$ cat config.mk
export PLATFORM = sky130hd
export DESIGN_NAME = i2c_regbank_target
export DESIGN_NICKNAME = d
export VERILOG_FILES = /design/src/rtl/i2c_tgt_pkg.sv /design/src/rtl/i2c_line_sync.sv /design/src/rtl/i2c_reg_bank.sv /design/src/rtl/i2c_tgt_fsm.sv /design/src/rtl/i2c_regbank_target.sv
export SDC_FILE = /design/constraint.sdc
export NUM_CORES = 1
export LEC_CHECK = 0
export BUFFER_PORTS_ARGS = -buffer_cell sky130_fd_sc_hd__buf_2
export CORE_AREA = 5 5 163 196
export DETAILED_ROUTE_END_ITERATION = 10
export DIE_AREA = 0 0 168 201
export GPL_TIMING_DRIVEN = 1
export MAX_ROUTING_LAYER = met4
export SKIP_LAST_GASP = 1
export SYNTH_ARGS = -nofsm -noshare
export SYNTH_HDL_FRONTEND = slang
export SYNTH_SLANG_ARGS = --single-unit
$ cat constraint.sdc
create_clock -name clk -period 2.8 [get_ports clk]
set_clock_uncertainty 0.1 [all_clocks]
set_input_delay 0.28 -clock clk [delete_from_list [all_inputs] [get_ports clk]]
set_output_delay 0.28 -clock clk [all_outputs]
set_load 0.02 [all_outputs]
$ cat src/rtl/i2c_tgt_pkg.sv
package i2c_tgt_pkg;
  localparam int PTR_W = 8;

  typedef enum logic [2:0] {
    ST_IDLE,
    ST_RX,
    ST_RX_ACK,
    ST_TX,
    ST_TX_ACK
  } tgt_state_e;

  typedef enum logic [1:0] {
    PH_DEVADDR,
    PH_REGADDR,
    PH_WDATA
  } rx_phase_e;
endpackage

$ cat src/rtl/i2c_line_sync.sv
module i2c_line_sync #(
  parameter int SYNC_STAGES = 2
) (
  input  logic clk,
  input  logic rst_n,
  input  logic scl_i,
  input  logic sda_i,
  output logic scl_s,
  output logic sda_s,
  output logic scl_rise,
  output logic scl_fall,
  output logic start_det,
  output logic stop_det
);
  logic [SYNC_STAGES-1:0] scl_q, sda_q;
  logic scl_d, sda_d;

  always_ff @(posedge clk or negedge rst_n) begin
    if (!rst_n) begin
      scl_q <= '1;
      sda_q <= '1;
      scl_d <= 1'b1;
      sda_d <= 1'b1;
    end else begin
      scl_q <= {scl_q[SYNC_STAGES-2:0], scl_i};
      sda_q <= {sda_q[SYNC_STAGES-2:0], sda_i};
      scl_d <= scl_q[SYNC_STAGES-1];
      sda_d <= sda_q[SYNC_STAGES-1];
    end
  end

  assign scl_s     = scl_q[SYNC_STAGES-1];
  assign sda_s     = sda_q[SYNC_STAGES-1];
  assign scl_rise  = scl_s & ~scl_d;
  assign scl_fall  = ~scl_s & scl_d;
  // SDA edge while SCL stays high
  assign start_det = scl_s & scl_d & sda_d & ~sda_s;
  assign stop_det  = scl_s & scl_d & ~sda_d & sda_s;
endmodule

$ cat src/rtl/i2c_reg_bank.sv
module i2c_reg_bank #(
  parameter int NUM_REGS = 16
) (
  input  logic                  clk,
  input  logic                  rst_n,
  input  logic                  wr_en,
  input  logic [7:0]            wr_addr,
  input  logic [7:0]            wr_data,
  input  logic [7:0]            rd_addr,
  output logic [7:0]            rd_data,
  output logic [NUM_REGS*8-1:0] regs_o
);
  localparam int IDX_W = $clog2(NUM_REGS);
  localparam logic [8:0] NREG9 = 9'(NUM_REGS);

  for (genvar i = 0; i < NUM_REGS; i++) begin : g_reg
    logic [7:0] q;
    always_ff @(posedge clk or negedge rst_n) begin
      if (!rst_n)                          q <= 8'h00;
      else if (wr_en && wr_addr == 8'(i))  q <= wr_data;
    end
    assign regs_o[i*8 +: 8] = q;
  end

  always_comb begin
    if ({1'b0, rd_addr} < NREG9) rd_data = regs_o[{rd_addr[IDX_W-1:0], 3'b000} +: 8];
    else                          rd_data = 8'h00;
  end


  wr_range_chk: assert property (@(posedge clk) disable iff (!rst_n)
    wr_en |-> ({1'b0, wr_addr} < NREG9));
endmodule

$ cat src/rtl/i2c_tgt_fsm.sv
module i2c_tgt_fsm
  import i2c_tgt_pkg::*;
#(
  parameter logic [6:0] DEV_ADDR = 7'h3C,
  parameter int         NUM_REGS = 16
) (
  input  logic       clk,
  input  logic       rst_n,
  input  logic       scl_s,
  input  logic       sda_s,
  input  logic       scl_rise,
  input  logic       scl_fall,
  input  logic       start_det,
  input  logic       stop_det,
  output logic       wr_en,
  output logic [7:0] wr_addr,
  output logic [7:0] wr_data,
  output logic [7:0] rd_addr,
  input  logic [7:0] rd_data,
  output logic       sda_pull
);
  localparam logic [8:0]       NREG9    = 9'(NUM_REGS);
  localparam logic [PTR_W-1:0] LAST_IDX = PTR_W'(NUM_REGS - 1);

  tgt_state_e       state;
  rx_phase_e        phase;
  logic [3:0]       cnt;
  logic [7:0]       shreg, txsh;
  logic [PTR_W-1:0] ptr;
  logic             oor, rw, mack;
  logic [7:0]       rd_byte;

  assign rd_addr = ptr;
  assign rd_byte = oor ? 8'hFF : rd_data;

  always_ff @(posedge clk or negedge rst_n) begin
    if (!rst_n) begin
      state <= ST_IDLE;  phase <= PH_DEVADDR;
      cnt <= '0;  shreg <= '0;  txsh <= '0;
      ptr <= '0;  oor <= 1'b0;  rw <= 1'b0;  mack <= 1'b0;
      sda_pull <= 1'b0;  wr_en <= 1'b0;
      wr_addr <= '0;  wr_data <= '0;
    end else begin
      wr_en <= 1'b0;
      if (stop_det) begin
        state <= ST_IDLE;
        sda_pull <= 1'b0;
      end else if (start_det) begin
        state <= ST_RX;  phase <= PH_DEVADDR;
        cnt <= '0;  sda_pull <= 1'b0;
      end else begin
        unique case (state)
          ST_RX: begin
            if (scl_rise && cnt != 4'd8) begin
              shreg <= {shreg[6:0], sda_s};
              cnt   <= cnt + 4'd1;
            end else if (scl_fall && cnt == 4'd8) begin
              cnt   <= '0;
              state <= ST_RX_ACK;
              unique case (phase)
                PH_DEVADDR: begin
                  if (shreg[7:1] == DEV_ADDR) begin
                    sda_pull <= 1'b1;
                    rw       <= shreg[0];
                  end else begin
                    state <= ST_IDLE;
                  end
                end
                PH_REGADDR: begin
                  ptr      <= shreg;
                  oor      <= ({1'b0, shreg} >= NREG9);
                  sda_pull <= 1'b1;
                end
                default: begin
                  if (!oor) begin
                    sda_pull <= 1'b1;
                    wr_en    <= 1'b1;
                    wr_addr  <= ptr;
                    wr_data  <= shreg;
                    if (ptr == LAST_IDX) oor <= 1'b1;
                    else                 ptr <= ptr + 1'b1;
                  end
                end
              endcase
            end
          end
          ST_RX_ACK: begin
            if (scl_fall) begin
              cnt <= '0;
              if (phase == PH_DEVADDR && rw) begin
                state    <= ST_TX;
                txsh     <= rd_byte;
                sda_pull <= ~rd_byte[7];
              end else begin
                state    <= ST_RX;
                sda_pull <= 1'b0;
                phase    <= (phase == PH_DEVADDR) ? PH_REGADDR : PH_WDATA;
              end
            end
          end
          ST_TX: begin
            if (scl_fall) begin
              if (cnt == 4'd7) begin
                state    <= ST_TX_ACK;
                sda_pull <= 1'b0;
                if (!oor) begin
                  if (ptr == LAST_IDX) oor <= 1'b1;
                  else                 ptr <= ptr + 1'b1;
                end
              end else begin
                cnt      <= cnt + 4'd1;
                txsh     <= {txsh[6:0], 1'b0};
                sda_pull <= ~txsh[6];
              end
            end
          end
          ST_TX_ACK: begin
            if (scl_rise) mack <= ~sda_s;
            else if (scl_fall) begin
              if (mack) begin
                state    <= ST_TX;
                cnt      <= '0;
                txsh     <= rd_byte;
                sda_pull <= ~rd_byte[7];
              end else begin
                state <= ST_IDLE;
              end
            end
          end
          default: sda_pull <= 1'b0;
        endcase
      end
    end
  end


  ptr_step_chk: assert property (@(posedge clk) disable iff (!rst_n)
    wr_en |-> (oor || ptr == wr_addr + 8'd1));

  stop_release_chk: assert property (@(posedge clk) disable iff (!rst_n)
    stop_det |=> (!sda_pull && state == ST_IDLE));

  start_clear_chk: assert property (@(posedge clk) disable iff (!rst_n)
    start_det |=> (cnt == 4'd0 && !sda_pull && !wr_en));

  drive_low_phase_chk: assert property (@(posedge clk) disable iff (!rst_n)
    $rose(sda_pull) |-> !scl_s);

  idle_quiet_chk: assert property (@(posedge clk) disable iff (!rst_n)
    (state == ST_IDLE && !start_det) |=> !sda_pull);
endmodule

$ cat src/rtl/i2c_regbank_target.sv
module i2c_regbank_target #(
  parameter logic [6:0] DEV_ADDR    = 7'h3C,
  parameter int         NUM_REGS    = 16,
  parameter int         SYNC_STAGES = 2
) (
  input  logic                  clk,
  input  logic                  rst_n,
  input  logic                  scl_i,
  input  logic                  sda_i,
  output logic                  sda_pull_o,
  output logic [NUM_REGS*8-1:0] ctrl_regs_o
);
  logic scl_s, sda_s, scl_rise, scl_fall, start_det, stop_det;
  logic wr_en;
  logic [7:0] wr_addr, wr_data, rd_addr, rd_data;

  i2c_line_sync #(.SYNC_STAGES(SYNC_STAGES)) u_sync (
    .clk(clk), .rst_n(rst_n), .scl_i(scl_i), .sda_i(sda_i),
    .scl_s(scl_s), .sda_s(sda_s), .scl_rise(scl_rise), .scl_fall(scl_fall),
    .start_det(start_det), .stop_det(stop_det)
  );

  i2c_tgt_fsm #(.DEV_ADDR(DEV_ADDR), .NUM_REGS(NUM_REGS)) u_fsm (
    .clk(clk), .rst_n(rst_n), .scl_s(scl_s), .sda_s(sda_s),
    .scl_rise(scl_rise), .scl_fall(scl_fall),
    .start_det(start_det), .stop_det(stop_det),
    .wr_en(wr_en), .wr_addr(wr_addr), .wr_data(wr_data),
    .rd_addr(rd_addr), .rd_data(rd_data), .sda_pull(sda_pull_o)
  );

  i2c_reg_bank #(.NUM_REGS(NUM_REGS)) u_bank (
    .clk(clk), .rst_n(rst_n), .wr_en(wr_en), .wr_addr(wr_addr),
    .wr_data(wr_data), .rd_addr(rd_addr), .rd_data(rd_data),
    .regs_o(ctrl_regs_o)
  );
endmodule

### Word-level counts from Yosys, hierarchy flattened

Cells that the tools add are included.

| cells by class | value |
|---|---|
| $add $sub $neg | 2 |
| order comparisons | 2 |
| equal/unequal tests | 54 |
| shift operators | 1 |
| muxes and demuxes | 77 |
| bitwise operators | 18 |
| reduce and logical (&&, ||, !) cells | 38 |

Operators with widths:

| cell | number |
|---|---|
| $shiftx A128 B8 Y8 | 1 |
| $eq A8 B4 Y1 const B | 9 |
| $mux W8 | 8 |
| $mux W7 | 7 |
| $mux W4 | 9 |
| $eq A8 B3 Y1 const B | 4 |
| $pmux W8 S2 | 2 |
| $mux W3 | 10 |
| $mux W1 | 26 |
| $ne A4 B3 Y1 const B | 6 |
| $pmux W7 S3 | 1 |
| $logic_and A1 B1 Y1 | 19 |
| $reduce_and A9 Y1 | 2 |
| $eq A8 B2 Y1 const B | 2 |
| $mux W2 | 8 |
| $pmux W4 S4 | 1 |
| $reduce_and A8 Y1 | 2 |
| $ne A2 B1 Y1 const B | 7 |
| $reduce_and A7 Y1 | 2 |
| $ne A3 B2 Y1 const B | 4 |
| $ne A4 B4 Y1 const B | 3 |
| $pmux W3 S4 | 1 |
| $reduce_and A4 Y1 | 3 |
| $not A1 Y1 | 11 |
| other kinds (28) | 44 |

| storage, ports and cells | value |
|---|---|
| register bits after elaboration | 187 |
| output and inout bits | 129 |
| logic and storage cells | 225 |

### Logic depth before layout (Yosys ltp)

Gate-level depths: netlist of the first run.

| logic depth | value |
|---|---|
| depth in word-level cells | 10 |
| mapped depth | 8 |
| gate-level depth less buffers | 7 |

### Modules after synthesis

A second synthesis of the first run with hierarchy kept.

| unflattened totals | value |
|---|---|
| cells, all modules | 685 |
| area, all modules | 9033.7 µm² |

Modules (own cells, without submodules):

| module | times used | cells an instance | area an instance (µm²) | sequential area each (µm²) |
|---|---|---|---|---|
| i2c_reg_bank | 1 | 394 | 5997.0 | 3203.1 |
| i2c_tgt_fsm | 1 | 281 | 2846.5 | 1326.3 |
| i2c_line_sync | 1 | 10 | 190.2 | 157.7 |

### Worst setup path before layout of the first run

No wires, ideal clock.

| timing | value |
|---|---|
| kind | reg2reg |
| start point | register u_fsm.wr_addr[5] |
| end point | register u_bank.g_reg[3].q[0] |
| arrival time | 1.761 ns |
| slack | 0.815 ns |
| cell stages (with the launch flop) | 7 |
| path buffers | 1 |
| clock period less this slack | 1.985 ns |
| cells stage by stage | dfrtp_1 > nor4_1 > and2_2 > nor3b_2 > and3_1 > buf_2 > mux2_2 |

| on the way | value |
|---|---|
| cells in the longest elaborated chain, start to end | 2 |

RTL lines:

| what | RTL line | source |
|---|---|---|
| from (decl) | i2c_tgt_fsm.sv:16 | `output logic [7:0] wr_addr,` |
| from (signal assigned) | i2c_tgt_fsm.sv:78 | `wr_addr <= ptr;` |
| $eq A8 B2 Y1 | i2c_reg_bank.sv:20 | `else if (wr_en && wr_addr == 8'(i)) q <= wr_data;` |
| $logic_and A1 B1 Y1 | i2c_reg_bank.sv:20 |  |
| to (signal assigned) | i2c_reg_bank.sv:20 |  |
| to (decl) | i2c_reg_bank.sv:17 | `logic [7:0] q;` |

Every way passes these cells.
A chain may end at the register's enable or synchronous reset.

### Final worst setup path of the first run

| timing | value |
|---|---|
| start point | register u_fsm.ptr[0], in the netlist u_fsm.rd_addr[0] |
| end point | register u_fsm.txsh[4] |

| on the way | value |
|---|---|
| cells in the longest elaborated chain, start to end | 7 |

RTL lines:

| what | RTL line | source |
|---|---|---|
| from (decl) | i2c_tgt_fsm.sv:29 | `logic [PTR_W-1:0] ptr;` |
| from (signal assigned) | i2c_tgt_fsm.sv:70 | `ptr <= shreg;` |
| from (signal assigned) | i2c_tgt_fsm.sv:81 | `else ptr <= ptr + 1'b1;` |
| from (signal assigned) | i2c_tgt_fsm.sv:108 | `else ptr <= ptr + 1'b1;` |
| $shiftx A128 B8 Y8 / $lt A8 B5 Y1 (equally long branches) | i2c_reg_bank.sv:26 | `if ({1'b0, rd_addr} < NREG9) rd_data = regs_o[{rd_addr[IDX_W-1:0], 3'b000} +: 8];` |
| $mux W8 (*) | i2c_reg_bank.sv:26 |  |
| $mux W8 (*) | i2c_tgt_fsm.sv:34 | `assign rd_byte = oor ? 8'hFF : rd_data;` |
| $mux W7 | i2c_tgt_fsm.sv:120 | `if (mack) begin` |
| $mux W7 | i2c_tgt_fsm.sv:119 | `else if (scl_fall) begin` |
| $mux W7 | i2c_tgt_fsm.sv:118 | `if (scl_rise) mack <= ~sda_s;` |
| $pmux W7 S3 (*) | i2c_tgt_fsm.sv:52 | `unique case (state)` |
| to (signal assigned) | i2c_tgt_fsm.sv:92 | `txsh <= rd_byte;` |
| to (signal assigned) | i2c_tgt_fsm.sv:112 | `txsh <= {txsh[6:0], 1'b0};` |
| to (signal assigned) | i2c_tgt_fsm.sv:123 | `txsh <= rd_byte;` |
| to (decl) | i2c_tgt_fsm.sv:28 | `logic [7:0] shreg, txsh;` |

Mark *: on every way between the ends. The rest lies on a longest branch, timed or not. The select of a mux whose other input is x is not followed.

==> impl_metrics.toml, run 1 <==
[synth]
synth_top_family_by_area = "multiplexers"
synth-simple-area-share_pct = 8.248
netlist_instances = 639
yosys.area_share.xor_xnor_pct = 0.2986
async_reset_ff_share_pct = 100.0
ys_seq_area_share_pct = 53.27
ys_ff_latch = 187
synth.avg_cell_area_um2 = 13.77
ys_types = 60
synth_edf_count = 0
syn_nets = 646
yosys.area_share.adder_pct = 0.4266
synthMuxAreaShare_pct = 28.34
yosys_warnings = 0
synth_compound_area_share_pct = 7.622
synth_area_um2 = 8798
synthFlopType = "dfrtp_1"

[sta]
period_needed_ps = 2314
drv_slew = 0
worstMarginPinSlew_ps = 782.5
max_freq_ghz = 0.4322
rsz0062_at_grt = "false"
whs_ps = 257.5
period_share_pct = 82.64
fin_tns_setup_ps = 0
hold_viol = 0
timing.slew.headroom_pct = 47.55
finalSetupViolations = 0

[grt]
antenna_found_initial = 0
grt_pass1_vias = 6420
track_usage_pct = 15.59
grt_overflow = 0
met2_usage_pct = 25.23
grt_util_met3_pct = 2.541
grt_pass1_wl_um = 39640
grt_util_met1_pct = 20.38
gr-max-usage-layer = "met2"
grt_max_degree = 74

[place]
portBuffers = 132
place_area_um2 = 10030
gp_congestion = 0.8502
dp_hpwl_um = 18550

[power_and_ir_drop]
pwr-share-clk_pct = 45.0
irDropWorstVdd_uv = 434.2
p_int_mw = 4.279
seq_power_share_pct = 50.9
power_mw = 5.636
switchingPower_mw = 1.356
powerDensity_nw_per_um2 = 528.0
p_leak_nw = 5.228
p_sw_share_pct = 24.07
combPwrFrac_pct = 4.1

[critical_path]
endpoint = "u_fsm.txsh[4]"
crit_fanout = 14
slowest_delay_ps = 690
crit_path_top_delay_cell = "dfrtp_2"
reg2reg_to = "u_fsm.txsh[4]"
cp-start-kind = "register"
cp_data_arrival_time_ps = 2520
worstPathRequired_ps = 3010
crit_type = "reg2reg"
crit_cells = 6
r2r_cells = 6
cp_num_buf_inv = 1
cp-end-kind = "register"
cp_top_family = "flip-flops"
crit_chain = "buf_12, mux4_2, a22oi_1, a21boi_0, o22ai_1, o21ai_0"
rrSetupSlack_ps = 490
crit_start = "u_fsm.rd_addr[0]"
r2r_start = "u_fsm.rd_addr[0]"

[clock_tree]
cts_inserted_buffers = 17
cts_max_level = 4
insertion_delay_ps = 440
cts_root_buf = "clkbuf_16"
cts_num_sinks = 187
clk_path_buf_depth = 2
ctsResizeCount = 0
cts_tree = "built"
path_clk_slew_ps = 70

[route]
totalWireLength_um = 25270
via_per_inst = 5.136
post_drt_wl_per_cell_um = 21.16
drt_iter0_drc = 351
ant_nets = 0
drc_errors = 0
first_pass_iters = 5
vias = 6132

[floorplanning]
design.die.area_um2 = 33770
start_util_pct = 29.29
ios = 133
die_w_um = 168
chipHeight_um = 201
num_rows = 70
design.core.area_um2 = 30040

[min_path]
min_path_type = "reg2reg"

[final_layout]
num_antenna_cells = 0
fin_nets = 792
layout-drive-gt1-share_pct = 50.88
area_growth_syn_to_layout_pct = 21.32
design_area_um2 = 10670

[run_status]
status = "finished, final reports clean"

[job]
maxCapViolCount = 0
## per-layer routing
metal / vias up / part of all wire, % / routed length (um)
met2: 158 / 51 / 12870
met4: 0 / 1.7 / 431
li1: 2707 / - / -
met5: - / 0 / 0
met1: 3239 / 44 / 11010
met3: 28 / 3.8 / 951
## placed cells by master, fill, tap and decap left out, types with 4 or more instances in the layout
master	count
mux4_2	31
dfrtp_1	180
a21boi_0	6
o22ai_1	8
a22oi_1	14
nor2_2	9
a21oi_1	14
dfstp_2	6
clkbuf_8	4
o21ai_0	20
nand2b_1	9
nand3b_2	4
buf_2	131
nor2_1	22
o211ai_1	7
clkbuf_16	17
inv_1	8
o31ai_1	7
nand3b_1	6
nor2b_1	6
mux2i_1	5
nand2_1	23
mux2_2	155
buf_4	20
nand3_1	8
## through the flow
step                      std cells  util (%)  setup slack, ps
after floorplan                 639         -            814.8
after global placement         1159     33.38            453.3
after detailed placement       1159     33.38            457.5
after CTS                      1194     35.53            449.2
after global routing           1194     35.53            288.3
final                          1194     35.53            486.1
## cells by family (layout without fill, tap and decap cells)
kind of cell | after synthesis | in the layout
buffers and inverters | 38 | 197
and+or+nand+nor | 119 | 119
xor gates and xnor gates | 3 | 3
DFF | 187 | 187
AOI/OAI and AO/OA | 98 | 98
muxes | 191 | 191
adders and majority gates | 3 | 3
## Yosys cell counts, drive strengths merged, types with 2 or more instances
cell	count	area share, %
a21boi	6	0.51
a21o	3	0.26
a21oi	15	0.90
a22o	3	0.30
a22oi	14	1.2
a2bb2oi	2	0.20
a32oi	2	0.20
and2	3	0.23
and3	3	0.21
and3b	2	0.20
buf	9	0.55
clkbuf	21	0.90
dfrtp	181	51
dfstp	6	1.8
ha	3	0.43
inv	8	0.34
mux2	155	20
mux2i	5	0.57
mux4	31	7.9
nand2	23	0.98
nand2b	9	0.64
nand3	9	0.57
nand3b	10	1.0
nand4	4	0.36
nor2	31	1.6
nor2b	6	0.43
nor3	5	0.46
nor3b	4	0.51
nor4	4	0.46
nor4b	2	0.20
o2111ai	2	0.20
o211ai	8	0.74
o21ai	20	1.1
o21bai	2	0.17
o22ai	8	0.57
o31ai	7	0.60
xor2	2	0.20
## power groups by stage
stage / registers [mW] / clock network, mW / logic, mW
final: 2.87 / 2.54 / 0.228
after global routing: 2.88 / 2.69 / 0.259
after CTS: 2.87 / 2.58 / 0.234
after detailed placement: 2.92 / 0 / 0.230
after global placement: 2.92 / 0 / 0.226
after floorplan: 2.88 / 0 / 0.128
## how the worst min path moves through the flow
| stage | slack, ps | end | cells after the start | from |
|---|---|---|---|---|
| after floorplan | -120 | u_bank.g_reg[0].q[0] | 0 | rst_n |
| after global placement | 240 | u_bank.g_reg[6].q[3] | 1 | rst_n |
| after detailed placement | 240 | u_bank.g_reg[6].q[3] | 1 | rst_n |
| after CTS | 260 | u_sync.scl_q[1] | 0 | u_sync.scl_q[0] |
| after global routing | 260 | u_sync.scl_q[1] | 0 | u_sync.scl_q[0] |
| final | 260 | u_sync.scl_q[1] | 0 | u_sync.scl_q[0] |
## flip-flops by register name, summed over array words and instances (netlist names), 2 cells and up
register,cells
u_bank.g.q,128
u_fsm.rd_addr,8
u_fsm.shreg,8
u_fsm.wr_addr,8
u_fsm.wr_data,8
u_fsm.txsh,7
u_fsm.cnt,4
u_fsm.state,3
u_fsm.phase,2
u_sync.scl_q,2
u_sync.sda_q,2
## area by class of cell
class	count	area (um2)
Inverter	8	30.03
Fill cell	2969	19370
Clock buffer	20	466.7
Multi-Input combinational cell	414	3954
Clock inverter	12	150.1
Tap cell	396	495.5
Sequential cell	187	4688
Timing Repair Buffer	157	889.6
## timing repair
| action | in CTS | in global routing |
|---|---|---|
| setup buffers | 0 | 0 |
| hold buffers | 3 | 0 |
| endpoints found under the hold margin | 70 | 0 |
## worst reg2reg max path: stages, from the launching register on
cell      delay, ps
dfrtp_2         690
buf_12          240
mux4_2          550
a22oi_1         260
a21boi_0        130
o22ai_1         110
o21ai_0          90
(Power assumes the default switching activity.)
==> run 2, diff against run 1 <==
==> constraint.sdc (replaced) <==
create_clock -name clk -period 2.05 [get_ports clk]
set_clock_uncertainty 0.1 [all_clocks]
set_input_delay 0.205 -clock clk [delete_from_list [all_inputs] [get_ports clk]]
set_output_delay 0.205 -clock clk [all_outputs]
set_load 0.02 [all_outputs]
==> impl_metrics.toml, run 2 (synthesis results as in run 1) <==
[route]
first_pass_iters = 4
totalWireLength_um = 25480
wl_met1_um = 11180
via_per_inst = 5.046
drt_iter0_drc = 276
highest_layer = "met4"
ant_nets = 0
dr_wl_met2_um = 12780
vias = 6257
post_drt_wl_per_cell_um = 20.55
met3WireLength_um = 901
drc_errors = 0

[sta]
fin_ws_ps = 3.023
period_share_pct = 99.85
worstMarginPinSlew_ps = 846.9
drv_slew = 0
finalSetupViolations = 0
timing.slew.headroom_pct = 43.42
rsz0062_at_grt = "true"
hold_viol = 0
max_freq_ghz = 0.4885
whs_ps = 228.7
period_needed_ps = 2047

[grt]
grt_pass1_vias = 6600
grt_pass1_wl_um = 39570
grt_overflow = 0
grt_max_degree = 63
track_usage_pct = 15.58
antenna_found_initial = 0

[critical_path]
cp-start-kind = "register"
slowest_delay_ps = 390
cp_data_arrival_time_ps = 2270
crit_type = "reg2reg"
cp-end-kind = "register"
crit_path_top_delay_cell = "dfrtp_1"
crit_chain = "nor4_2, and2_4, nor3b_4, nand3b_2, mux2_2"
crit_fanout = 8
worstPathRequired_ps = 2270
r2r_start = "u_fsm.wr_addr[5]"
r2r_cells = 5
crit_start = "u_fsm.wr_addr[5]"

[floorplanning]
start_util_pct = 29.29
chipHeight_um = 201
design.core.area_um2 = 30040
num_rows = 70
ios = 133
die_w_um = 168
design.die.area_um2 = 33770

[min_path]
min_path_type = "in2async"

[power_and_ir_drop]
powerDensity_nw_per_um2 = 671.8
p_leak_nw = 5.569
irDropWorstVdd_uv = 542.8

[final_layout]
postLayoutCoreUtil_pct = 37.91
largest_register_ffs = 128
fin_nets = 839
final_common_cell = "dfrtp_1"
area_growth_syn_to_layout_pct = 29.44
multi_input_area_um2 = 4098
fillers = 2910
regMostFlops = "u_bank.g.q"
regArea_um2 = 4690
final_cell_mix = "dfrtp_1 (179), mux2_2 (148), buf_2 (131)"
num_antenna_cells = 0
layout-drive-gt1-share_pct = 55.92

[place]
dp_slack_ps = -155.1
gp_congestion = 0.8462
dp_hpwl_um = 18750
portBuffers = 132

[clock_tree]
cts_tree = "built"
cts_max_level = 4
path_clk_slew_ps = 70
cts_num_sinks = 187
insertion_delay_ps = 440
cts_root_buf = "clkbuf_16"
clk_path_buf_depth = 2
cts_inserted_buffers = 17

[job]
maxCapViolCount = 0

[run_status]
status = "finished, final reports clean"
-- run 2: changes by cell type in the layout (fill, tap and decap cells not counted), moves of 3 or more --
cell	change
mux2_4	+7
buf_12	+18
a22oi_1	-3
buf_4	+27
mux2_2	-7
a22oi_2	+3
-- run 2: final timing paths --
kind	endpoint	slack [ps]
worst max-delay path	u_bank.g_reg[1].q[7]	3
worst max register to register	u_bank.g_reg[1].q[7]	3
worst min register to register	u_sync.scl_q[1]	260
max in group asynchronous	u_bank.g_reg[12].q[6]	840
worst min-delay path	u_bank.g_reg[5].q[3]	230
min in group clk	u_sync.scl_q[1]	260
-- run 2: area by class of cell --
class                           count  area share (%)
Clock buffer                       20           4.098
Tap cell                          396           4.351
Inverter                            8          0.2637
Timing Repair Buffer              204           12.95
Clock inverter                     11           1.176
Multi-Input combinational cell    414           35.98
Sequential cell                   187           41.18
-- run 2: critical path, delay by kind of cell (launching register included) --
family	cells	cell delay (ps)
AND/OR/NAND/NOR	4	1070
flip-flops	1	390
multiplexers	1	380
-- run 2: per-layer routing --
metal | global-route usage (%) | vias to the layer above
met5 | - | -
met1 | 19.72 | 3288
met2 | 25.07 | 129
met4 | 4.987 | 0
li1 | - | 2803
met3 | 3.309 | 37
-- run 2: report_power, final --
part           internal (mW)  leakage, nW  switching (mW)  total, mW
clock                   1.91        0.300            1.45       3.37
sequential              3.78         2.58           0.126       3.91
combinational          0.167         2.69           0.208      0.375
-- run 2: repair_timing --
| item | CTS | global route |
|---|---|---|
| hold buffers | 3 | 0 |
| hold endpoints to repair | 60 | 0 |
| setup endpoints to repair | 46 | 78 |
| gates resized for setup | 15 | 23 |
| pin swaps | 1 | 4 |
| setup buffers | 1 | 7 |
-- run 2: through the flow --
stage,instances,setup TNS [ps],total power [mW],area [um2]
6_report,1240,0,7.651,11390
5_1_grt,1240,-2660,7.934,11390
4_1_cts,1233,-74.69,7.705,11250
3_5_place_dp,1199,-3077,4.334,10550
3_3_place_gp,1199,-2428,4.326,10550
2_1_floorplan,639,0,4.114,8798
